[config.mk]
export PLATFORM = sky130hd
export DESIGN_NAME = rxq_timeout_buffer
export DESIGN_NICKNAME = d
export VERILOG_FILES = /design/src/rtl/rxq_pkg.sv /design/src/rtl/rxq_store.sv /design/src/rtl/rxq_timer.sv /design/src/rtl/rxq_timeout_buffer.sv
export SDC_FILE = /design/constraint.sdc
export NUM_CORES = 1
export LEC_CHECK = 0
export ABC_CLOCK_PERIOD_IN_PS = 3550
export BUFFER_PORTS_ARGS = -buffer_cell sky130_fd_sc_hd__buf_2
export CAP_MARGIN = 30
export CORE_MARGIN = 3
export CORE_UTILIZATION = 35
export CTS_BUF_LIST = sky130_fd_sc_hd__clkbuf_8
export DETAILED_ROUTE_END_ITERATION = 8
export PLACE_DENSITY = 0.51
export RECOVER_POWER = 25
export SYNTH_ARGS = -nofsm -noshare
export SYNTH_HDL_FRONTEND = slang
export SYNTH_SLANG_ARGS = --single-unit
export TNS_END_PERCENT = 20
[constraint.sdc]
create_clock -name clk -period 3.55 [get_ports clk]
set_input_delay 0.355 -clock clk [delete_from_list [all_inputs] [get_ports clk]]
set_output_delay 0.355 -clock clk [all_outputs]
set_load 0.05 [all_outputs]
[src/rtl/rxq_pkg.sv]
package rxq_pkg;
  typedef enum logic [1:0] {
    TRIG_1  = 2'd0,
    TRIG_4  = 2'd1,
    TRIG_8  = 2'd2,
    TRIG_14 = 2'd3
  } rxq_trig_e;

  function automatic logic [4:0] trig_bytes(input rxq_trig_e sel);
    case (sel)
      TRIG_1:  trig_bytes = 5'd1;
      TRIG_4:  trig_bytes = 5'd4;
      TRIG_8:  trig_bytes = 5'd8;
      default: trig_bytes = 5'd14;
    endcase
  endfunction
endpackage

[src/rtl/rxq_store.sv]
module rxq_store #(
  parameter int DEPTH = 16,
  parameter int W     = 8
) (
  input  logic                     clk,
  input  logic                     rst,
  input  logic                     flush,
  input  logic                     wr_en,
  input  logic [W-1:0]             wr_data,
  input  logic                     rd_en,
  output logic [W-1:0]             head,
  output logic [$clog2(DEPTH):0]   count
);
  localparam int AW = $clog2(DEPTH);
  localparam int CW = AW + 1;

  logic [W-1:0]  mem [DEPTH];
  logic [AW-1:0] wp, rp;

  // distributed memory: write port without reset, asynchronous head read
  always_ff @(posedge clk) begin
    if (wr_en) mem[wp] <= wr_data;
  end

  assign head = mem[rp];

  always_ff @(posedge clk) begin
    if (rst || flush) begin
      wp    <= '0;
      rp    <= '0;
      count <= '0;
    end else begin
      if (wr_en) wp <= (wp == AW'(DEPTH - 1)) ? '0 : wp + 1'b1;
      if (rd_en) rp <= (rp == AW'(DEPTH - 1)) ? '0 : rp + 1'b1;
      count <= count + CW'(wr_en) - CW'(rd_en);
    end
  end

  p_count_bound_r3: assert property (@(posedge clk) disable iff (rst)
    count <= CW'(DEPTH));
  p_no_push_full_r3: assert property (@(posedge clk) disable iff (rst)
    wr_en |-> count < CW'(DEPTH));
  p_no_pop_empty_r8: assert property (@(posedge clk) disable iff (rst)
    rd_en |-> count != '0);
endmodule

[src/rtl/rxq_timer.sv]
module rxq_timer #(
  parameter int TICKS = 4
) (
  input  logic clk,
  input  logic rst,
  input  logic tick,
  input  logic restart,
  input  logic armed,
  input  logic drop,
  output logic pend
);
  localparam int TW = (TICKS > 1) ? $clog2(TICKS) : 1;
  localparam logic [TW-1:0] LAST = TW'(TICKS - 1);

  logic [TW-1:0] cnt;

  always_ff @(posedge clk) begin
    if (rst) begin
      cnt  <= '0;
      pend <= 1'b0;
    end else begin
      if (restart)                 cnt <= '0;
      else if (tick && cnt != LAST) cnt <= cnt + 1'b1;

      if (drop)                                          pend <= 1'b0;
      else if (tick && !restart && armed && cnt == LAST) pend <= 1'b1;
    end
  end

  p_restart_no_fire_r6: assert property (@(posedge clk) disable iff (rst)
    restart |=> !$rose(pend));
  p_fire_needs_data_r6: assert property (@(posedge clk) disable iff (rst)
    $rose(pend) |-> $past(armed));
endmodule

[src/rtl/rxq_timeout_buffer.sv]
module rxq_timeout_buffer
  import rxq_pkg::*;
#(
  parameter int DEPTH = 16,
  parameter int W     = 8,
  parameter int TICKS = 4
) (
  input  logic                   clk,
  input  logic                   rst,
  input  logic                   rx_valid,
  input  logic [W-1:0]           rx_byte,
  input  logic                   brk_evt,
  input  logic                   rd_stb,
  input  logic                   lsr_rd,
  input  logic                   ctl_wr,
  input  logic                   ctl_fifo_on,
  input  logic                   ctl_flush,
  input  logic [1:0]             ctl_trig,
  input  logic                   char_tick,
  output logic [W-1:0]           rd_data,
  output logic [$clog2(DEPTH):0] count,
  output logic                   data_ready,
  output logic                   overrun,
  output logic                   brk_flag,
  output logic                   trig_hit,
  output logic                   tmo_pend
);
  localparam int CW = $clog2(DEPTH) + 1;

  logic      fifo_on;
  rxq_trig_e trig_sel;
  logic [W-1:0] hold, head, in_byte;
  logic flush, arrive, rd_go, full, empty, pop, wr;
  logic [CW-1:0] nxt_cnt;

  // a control write owns its cycle; the other strobes are ignored
  assign flush   = ctl_wr && (ctl_flush || (ctl_fifo_on != fifo_on));
  assign arrive  = !ctl_wr && (rx_valid || brk_evt);
  assign rd_go   = !ctl_wr && rd_stb;
  assign in_byte = brk_evt ? '0 : rx_byte;
  assign full    = (count == CW'(DEPTH));
  assign empty   = (count == '0);
  assign pop     = fifo_on && rd_go && !empty;
  assign wr      = fifo_on && arrive && !full;
  assign nxt_cnt = count + CW'(wr) - CW'(pop);

  rxq_store #(.DEPTH(DEPTH), .W(W)) u_store (
    .clk(clk), .rst(rst), .flush(flush),
    .wr_en(wr), .wr_data(in_byte), .rd_en(pop),
    .head(head), .count(count)
  );

  rxq_timer #(.TICKS(TICKS)) u_timer (
    .clk(clk), .rst(rst), .tick(char_tick),
    .restart((fifo_on && arrive) || pop || flush),
    .armed(!empty), .drop(rd_go || flush), .pend(tmo_pend)
  );

  always_ff @(posedge clk) begin
    if (rst) begin
      fifo_on    <= 1'b0;
      trig_sel   <= TRIG_1;
      hold       <= '0;
      rd_data    <= '0;
      data_ready <= 1'b0;
      overrun    <= 1'b0;
      brk_flag   <= 1'b0;
    end else if (ctl_wr) begin
      fifo_on  <= ctl_fifo_on;
      trig_sel <= rxq_trig_e'(ctl_trig);
      if (flush) begin
        data_ready <= 1'b0;
        brk_flag   <= 1'b0;
      end
    end else begin
      if (rd_go) rd_data <= fifo_on ? (empty ? '0 : head) : hold;
      if (fifo_on) begin
        data_ready <= (nxt_cnt != '0);
        if (arrive && full) overrun <= 1'b1;
        else if (lsr_rd)    overrun <= 1'b0;
        if (brk_evt)                               brk_flag <= 1'b1;
        else if ((pop && nxt_cnt == '0) || lsr_rd) brk_flag <= 1'b0;
      end else begin
        if (arrive) begin
          hold       <= in_byte;
          data_ready <= 1'b1;
        end else if (rd_go) begin
          data_ready <= 1'b0;
        end
        if (arrive && data_ready && !rd_go) overrun <= 1'b1;
        else if (lsr_rd)                    overrun <= 1'b0;
        if (brk_evt)              brk_flag <= 1'b1;
        else if (rd_go || lsr_rd) brk_flag <= 1'b0;
      end
    end
  end

  assign trig_hit = fifo_on ? (count >= CW'(trig_bytes(trig_sel))) : data_ready;

  p_dr_tracks_count_r2: assert property (@(posedge clk) disable iff (rst)
    fifo_on |-> data_ready == (count != '0));
  p_full_keeps_r3: assert property (@(posedge clk) disable iff (rst)
    (fifo_on && full && rx_valid && !ctl_wr && !rd_stb) |=> overrun && count == CW'(DEPTH));
  p_hold_overrun_r4: assert property (@(posedge clk) disable iff (rst)
    (!fifo_on && data_ready && rx_valid && !ctl_wr && !rd_stb) |=> overrun && data_ready);
  p_break_sets_r5: assert property (@(posedge clk) disable iff (rst)
    (brk_evt && !ctl_wr) |=> brk_flag && data_ready);
  p_empty_no_tmo_r6: assert property (@(posedge clk) disable iff (rst)
    (count == '0) |-> !tmo_pend);
  p_read_drops_tmo_r7: assert property (@(posedge clk) disable iff (rst)
    (rd_stb && !ctl_wr) |=> !tmo_pend);
  p_flush_r9: assert property (@(posedge clk) disable iff (rst)
    flush |=> count == '0 && !data_ready && !brk_flag && !tmo_pend);
  p_lsr_clear_r11: assert property (@(posedge clk) disable iff (rst)
    (lsr_rd && !ctl_wr && !rx_valid && !brk_evt) |=> !overrun && !brk_flag);
endmodule

## Word-level counts from Yosys, hierarchy flattened

Memory sizes are Yosys's and may differ from the RTL's. A register that Yosys moved wholly into a read port is not among the register bits.
Index checks and enable logic that the tools add are counted.

- Bits in latches: 0
- ROM bits: 0
- Memory bits (writable): 128
- Flip-flop bits (word level): 38
- Memories: 1
- Bits of input ports: 20
- Output and inout bits: 18
- Word-level logic and storage cells: 97

Memory list:

| memory | words | width | read ports | clocked after Yosys merged registers in | write ports | line | text |
|---|---|---|---|---|---|---|---|
| u_store.mem | 16 | 8 | 1 | 1 | 1 | rxq_store.sv:17 | `logic [W-1:0] mem [DEPTH];` |

- Shift-type cells: 0
- Reductions and logical operators: 40
- Bitwise gates (word level): 2
- Equality and inequality tests: 10
- Div/mod/pow operators: 0
- Multipliers: 0
- $add $sub $neg: 5
- $lt $le $gt $ge: 1
- Muxes and demuxes: 26

Operators by type and width:

| kind | count |
|---|---|
| two-way mux 8 bit | 3 |
| two-way mux 1 bit | 18 |
| two-way mux 4 bit | 4 |
| logical AND 1 bit | 15 |
| one-hot mux 4 bit (3 select lines) | 1 |
| zero test 5 bit | 2 |
| adder 4 x 1 -> 4 bit (second input constant) | 2 |
| equality test 4 bit (second input constant) | 2 |
| logical OR 1 bit | 8 |
| nonzero test 4 bit | 2 |
| AND reduction 3 bit | 2 |
| adder 5 x 1 -> 5 bit | 1 |
| equality test 5 bit (second input constant) | 1 |
| greater-or-equal comparator 5 bit | 1 |
| zero test 1 bit | 5 |
| nonzero test 5 bit | 1 |
| subtractor 5 x 1 -> 5 bit | 1 |
| equality test 2 bit (second input constant) | 2 |
| != test 4 x 3 -> 1 bit (second input constant) | 1 |
| AND reduction 2 bit | 2 |
| OR reduction 2 bit | 2 |
| adder 2 x 1 -> 2 bit (second input constant) | 1 |
| equality test 2 x 1 -> 1 bit (second input constant) | 1 |
| zero test 2 bit | 1 |
| 4 further kinds | 5 |

## Depth between registers and ports, before layout

- Word-level depth: 13
- Gate-level depth with buffers: 15

## Modules after synthesis

Synthesis repeated with hierarchy kept, for this count alone.

- Cells, all modules: 475
- Area total of the unflattened synthesis: 7262.0 um^2

By module, submodules not included:

| module | sequential area each (um^2) | instances | area each (um^2) | cells each |
|---|---|---|---|---|
| rxq_store | 4184.0 | 1 | 5773.0 | 300 |
| rxq_timeout_buffer | 440.4 | 1 | 1356.3 | 163 |
| rxq_timer | 60.1 | 1 | 132.6 | 12 |

## Worst setup path before layout

OpenSTA, ideal clock, no wires.

- Path type: reg2reg
- Start point: register u_store.count[2]
- End point: register data_ready
- Library setup time: 0.116 ns
- Slack: 0.401 ns
- Stages on the path, launching flop included: 15
- Period minus slack after synthesis: 3.149 ns
- Data arrival time: 3.033 ns
- Path buffers: 0
- Cell sequence: dfxtp_1 inv_1 ha_1 and4bb_2 nor3_4 nand2_1 nand2_1 ha_1 inv_1 fa_1 nand2b_1 a21oi_1 xnor2_1 a31oi_1 o211a_1

- Cells in the longest elaborated chain, start to end: 8
- Elaborated cells between the ends (all ways): 11
- Those cells by class: add/sub: 2; eq/ne: 1; mux: 2; reduce/logical: 6

Ends and longest elaborated chain:

| item | line | text |
|---|---|---|
| from (decl) | rxq_store.sv:12 | `output logic [$clog2(DEPTH):0] count` |
| from (signal assigned) | rxq_store.sv:35 | `count <= count + CW'(wr_en) - CW'(rd_en);` |
| equality test 5 bit | rxq_timeout_buffer.sv:41 | `assign full = (count == CW'(DEPTH));` |
| zero test 1 bit | rxq_timeout_buffer.sv:44 | `assign wr = fifo_on && arrive && !full;` |
| logical AND 1 bit | rxq_timeout_buffer.sv:44 |  |
| adder 5 x 1 -> 5 bit | rxq_timeout_buffer.sv:45 | `assign nxt_cnt = count + CW'(wr) - CW'(pop);` |
| subtractor 5 x 1 -> 5 bit (*) | rxq_timeout_buffer.sv:45 |  |
| nonzero test 5 bit (*) | rxq_timeout_buffer.sv:78 | `data_ready <= (nxt_cnt != '0);` |
| two-way mux 1 bit (*) | rxq_timeout_buffer.sv:77 | `if (fifo_on) begin` |
| two-way mux 1 bit (*) | rxq_timeout_buffer.sv:68 | `end else if (ctl_wr) begin` |
| to (signal assigned) | rxq_timeout_buffer.sv:78 |  |
| to (decl) | rxq_timeout_buffer.sv:22 | `output logic data_ready,` |

Every way passes the cells marked *; elsewhere a longest branch is shown, timed or not.
A chain may end at the register's enable or synchronous reset.

## Worst setup path after layout

Ends and elaborated chain as after synthesis.

==> metrics.yaml <==
status: "completed"
final_layout_size_suffix_gt1_share_pct: 24.1
setup_repair_after_global_routing_missed_its_margin: "no"
final.min_clock_period_ns: 3.08
timing.final.crit_share_pct: 86.8
r2r_start: "u_store.count[2]"
initial_standard_cell_utilization_of_the_core_pct: 36.0
layout.cells.most_common: "sky130_fd_sc_hd__edfxtp_1"
drtIter0Drc: 289
global_route.usage.met2_pct: 22.5
postSynthRegisterBits: 170
boundaryPins: 38
globalplace.congestion: 0.804
antenna_found_initial: 0
worst_ir_drop_vdd_uv: 211
synth_seq_area_share_pct: 66.0
slew-limit-headroom_pct: 43.2
layout_common_cells: "128 x sky130_fd_sc_hd__edfxtp_1, 45 x sky130_fd_sc_hd__nand2_1, 41 x sky130_fd_sc_hd__dfxtp_1"
ant_nets: 0
timing.critical_path.from: "u_store.count[2]"
ctsResizeCount: 0
grt_start_max_net_pins: 21
tritoncts_clock_tree: "built"
cts_inserted_buffers: 17
syn-num-nets: 510
worstHoldStart: "ctl_trig[0]"
tns_ns: 0
post_cts_setup_buffers: 0
diodes: 0
die_area_mm2: 0.0220
cellPowerDensity_mw_per_mm2: 466
clock_transition_at_the_register_clock_pins_on_the_worst_setup_and_hold_paths_after_cts_ns: 0.09
first_global_vias: 4159
critical_path_peak_fanout: 9
ys_types: 48
die_height_um: 148
global_route.usage.met1_pct: 19.4
grt_first_pass_wirelength_um: 23600
grt_usage_pct: 14.2
wl_um: 15100
chipWidth_um: 148
drt_first_pass_iters: 4
worstHoldPathType: "primary input to register"
achievable-frequency_mhz: 324
worst_skew_pair.late_latency_ns: 0.45
dr_vias: 4071
remaining_drc_errors: 0
grt.met3_usage_pct: 3.41
floorplan.rows: 51
synth_flop_cell: "sky130_fd_sc_hd__edfxtp_1"
core_area_mm2: 0.0197
synth_enable_flop_cells: 128
layer_with_the_highest_usage: "met2"
grt.overflow.total: 0
cap_viol_max_count: 0
timing.final.hold_violations: 0
worstSetupEndpointType: "register"
critPathKind: "register to register"
cp_data_required_time_ns: 3.89
dpl.hpwl_um: 10400
worst_path_setup_slack_after_routing_ns: 0.468
report.final.slew_viol_count: 0
asyncSetResetFlopFracSynth_pct: 0
power.static_leakage_nw: 2.69
holdBufCountCts: 0
detailedPlace.worstSlack_ns: 0.467
cts-htree-levels: 4
setup_viol_count_final: 0
clock_path_buffers: 2
number_of_clock_sinks: 170
final.fill_count: 1789
yosysWarningCount: 0
cp-start-kind: "register"
syn_to_final_growth_pct: 14.3
place.port_buffers: 37
nets: 571
route.detailed.wl_per_inst_um: 18.5
syn-mean-instance-area_um2: 15.0
worst-slew-pin-transition_ns: 0.846
postSynthCellCount: 474
clock_tree.root_cell: "sky130_fd_sc_hd__clkbuf_8"
finalClockSkew_ns: 0.0142
routed_via_density: 5.01
cp_data_arrival_time_ns: 3.42
netlist_area_before_placement_mm2: 0.00710
==> Yosys cell counts (2+ instances only) <==
| master | n | share of area [%] |
|---|---|---|
| sky130_fd_sc_hd__a21o_1 | 8 | 0.85 |
| sky130_fd_sc_hd__a21oi_1 | 21 | 1.5 |
| sky130_fd_sc_hd__a311oi_1 | 3 | 0.37 |
| sky130_fd_sc_hd__a31oi_1 | 4 | 0.35 |
| sky130_fd_sc_hd__and3_1 | 4 | 0.35 |
| sky130_fd_sc_hd__buf_1 | 3 | 0.16 |
| sky130_fd_sc_hd__buf_2 | 7 | 0.49 |
| sky130_fd_sc_hd__buf_6 | 2 | 0.32 |
| sky130_fd_sc_hd__clkbuf_1 | 8 | 0.42 |
| sky130_fd_sc_hd__dfxtp_1 | 42 | 12 |
| sky130_fd_sc_hd__edfxtp_1 | 128 | 54 |
| sky130_fd_sc_hd__ha_1 | 15 | 2.6 |
| sky130_fd_sc_hd__inv_1 | 13 | 0.69 |
| sky130_fd_sc_hd__mux2_2 | 7 | 1.1 |
| sky130_fd_sc_hd__mux2i_1 | 14 | 2.0 |
| sky130_fd_sc_hd__mux4_2 | 32 | 10 |
| sky130_fd_sc_hd__nand2_1 | 45 | 2.4 |
| sky130_fd_sc_hd__nand2b_1 | 6 | 0.53 |
| sky130_fd_sc_hd__nand3_1 | 2 | 0.14 |
| sky130_fd_sc_hd__nor2_1 | 37 | 2.0 |
| sky130_fd_sc_hd__nor2b_1 | 15 | 1.3 |
| sky130_fd_sc_hd__nor3_1 | 10 | 0.71 |
| sky130_fd_sc_hd__o21ai_0 | 11 | 0.78 |
| sky130_fd_sc_hd__o21ai_1 | 2 | 0.14 |
| sky130_fd_sc_hd__o221ai_1 | 4 | 0.49 |
| sky130_fd_sc_hd__o221ai_2 | 2 | 0.42 |
| sky130_fd_sc_hd__o31ai_1 | 2 | 0.21 |
| sky130_fd_sc_hd__or3_1 | 2 | 0.18 |
| sky130_fd_sc_hd__xnor2_1 | 4 | 0.49 |
| sky130_fd_sc_hd__xor2_1 | 3 | 0.37 |
==> report_power, final <==
part	internal, mW	switching (mW)	total (mW)
logic	0.0553	0.126	0.181
clock network	0.713	0.725	1.44
registers	2.15	0.0130	2.16
total	2.92	0.864	3.78
==> critical path: stages (launching register included) <==
cell                       delay [ns]
sky130_fd_sc_hd__dfxtp_1         0.38
sky130_fd_sc_hd__inv_1           0.08
sky130_fd_sc_hd__ha_1            0.21
sky130_fd_sc_hd__and4bb_2        0.26
sky130_fd_sc_hd__nor3_4          0.42
sky130_fd_sc_hd__nand2_1         0.11
sky130_fd_sc_hd__nand2_1         0.08
sky130_fd_sc_hd__ha_1            0.16
sky130_fd_sc_hd__inv_1           0.05
sky130_fd_sc_hd__fa_1            0.39
sky130_fd_sc_hd__nand2b_1        0.16
sky130_fd_sc_hd__a21oi_1         0.16
sky130_fd_sc_hd__xnor2_1         0.17
sky130_fd_sc_hd__a31oi_1         0.12
sky130_fd_sc_hd__o211a_1         0.21
==> worst paths after layout <==
check | to | slack (ns) | cells after the start
setup reg to reg | data_ready | 0.47 | 14
hold / removal | trig_sel[0] | 0.16 | 3
setup / recovery | data_ready | 0.47 | 14
hold reg to reg | hold[2] | 0.46 | 2
==> through the flow <==
| step | hold WS, ns | utilization (%) | area [um2] | power [mW] | instances |
|---|---|---|---|---|---|
| floorplan | 0.436 | - | 7100 | 2.32 | 474 |
| global placement | 0.446 | 38.9 | 7680 | 2.38 | 776 |
| detailed placement | 0.454 | 39.1 | 7710 | 2.39 | 781 |
| CTS | 0.134 | 41.2 | 8130 | 3.84 | 812 |
| global route | 0.159 | 41.1 | 8110 | 3.93 | 812 |
| finish | 0.161 | 41.1 | 8110 | 3.78 | 812 |
==> cell type report <==
type / instances / area (um2) / share of cell area (%)
sequential: 170 / 4690 / 57.8
multi-input combinational: 269 / 2250 / 27.8
timing repair buffer: 63 / 373 / 4.60
tap: 265 / 332 / 4.09
clock buffer: 17 / 234 / 2.88
clock inverter: 14 / 183 / 2.25
inverter: 14 / 52.6 / 0.648
==> per-layer routing <==
layer | share of wire (%) | routed length, um | up-vias
met4 | 1.4 | 215 | 0
met2 | 48 | 7160 | 86
met3 | 4.5 | 678 | 17
li1 | - | - | 1920
met1 | 46 | 7000 | 2048
met5 | 0 | 0 | -
==> logic make-up (layout without fill, tap and decap cells) <==
group                    after synthesis  in the layout  synth area share (%)
flip-flops                           170            170                  66.0
AND/OR/NAND/NOR                      130            130                  8.83
AO/OA/AOI/OAI                         63             63                  5.87
multiplexers                          53             53                  13.2
buffers and inverters                 35            108                  2.24
adder cells (fa/ha/maj)               16             16                  2.93
XOR/XNOR                               7              7                 0.864
==> flip-flops by register name, indices dropped and copies added (netlist names), named ones only <==
| signal | cells |
|---|---|
| u_timer.cnt | 2 |
| data_ready | 1 |
| fifo_on | 1 |
| u_timer.pend | 1 |
| u_store.wp | 4 |
| overrun | 1 |
| u_store.count | 5 |
| brk_flag | 1 |
| trig_sel | 2 |
| rd_data | 8 |
| hold | 8 |
| u_store.rp | 4 |
| u_store.mem | 128 |
No activity file was read; power rests on OpenSTA's default activity.
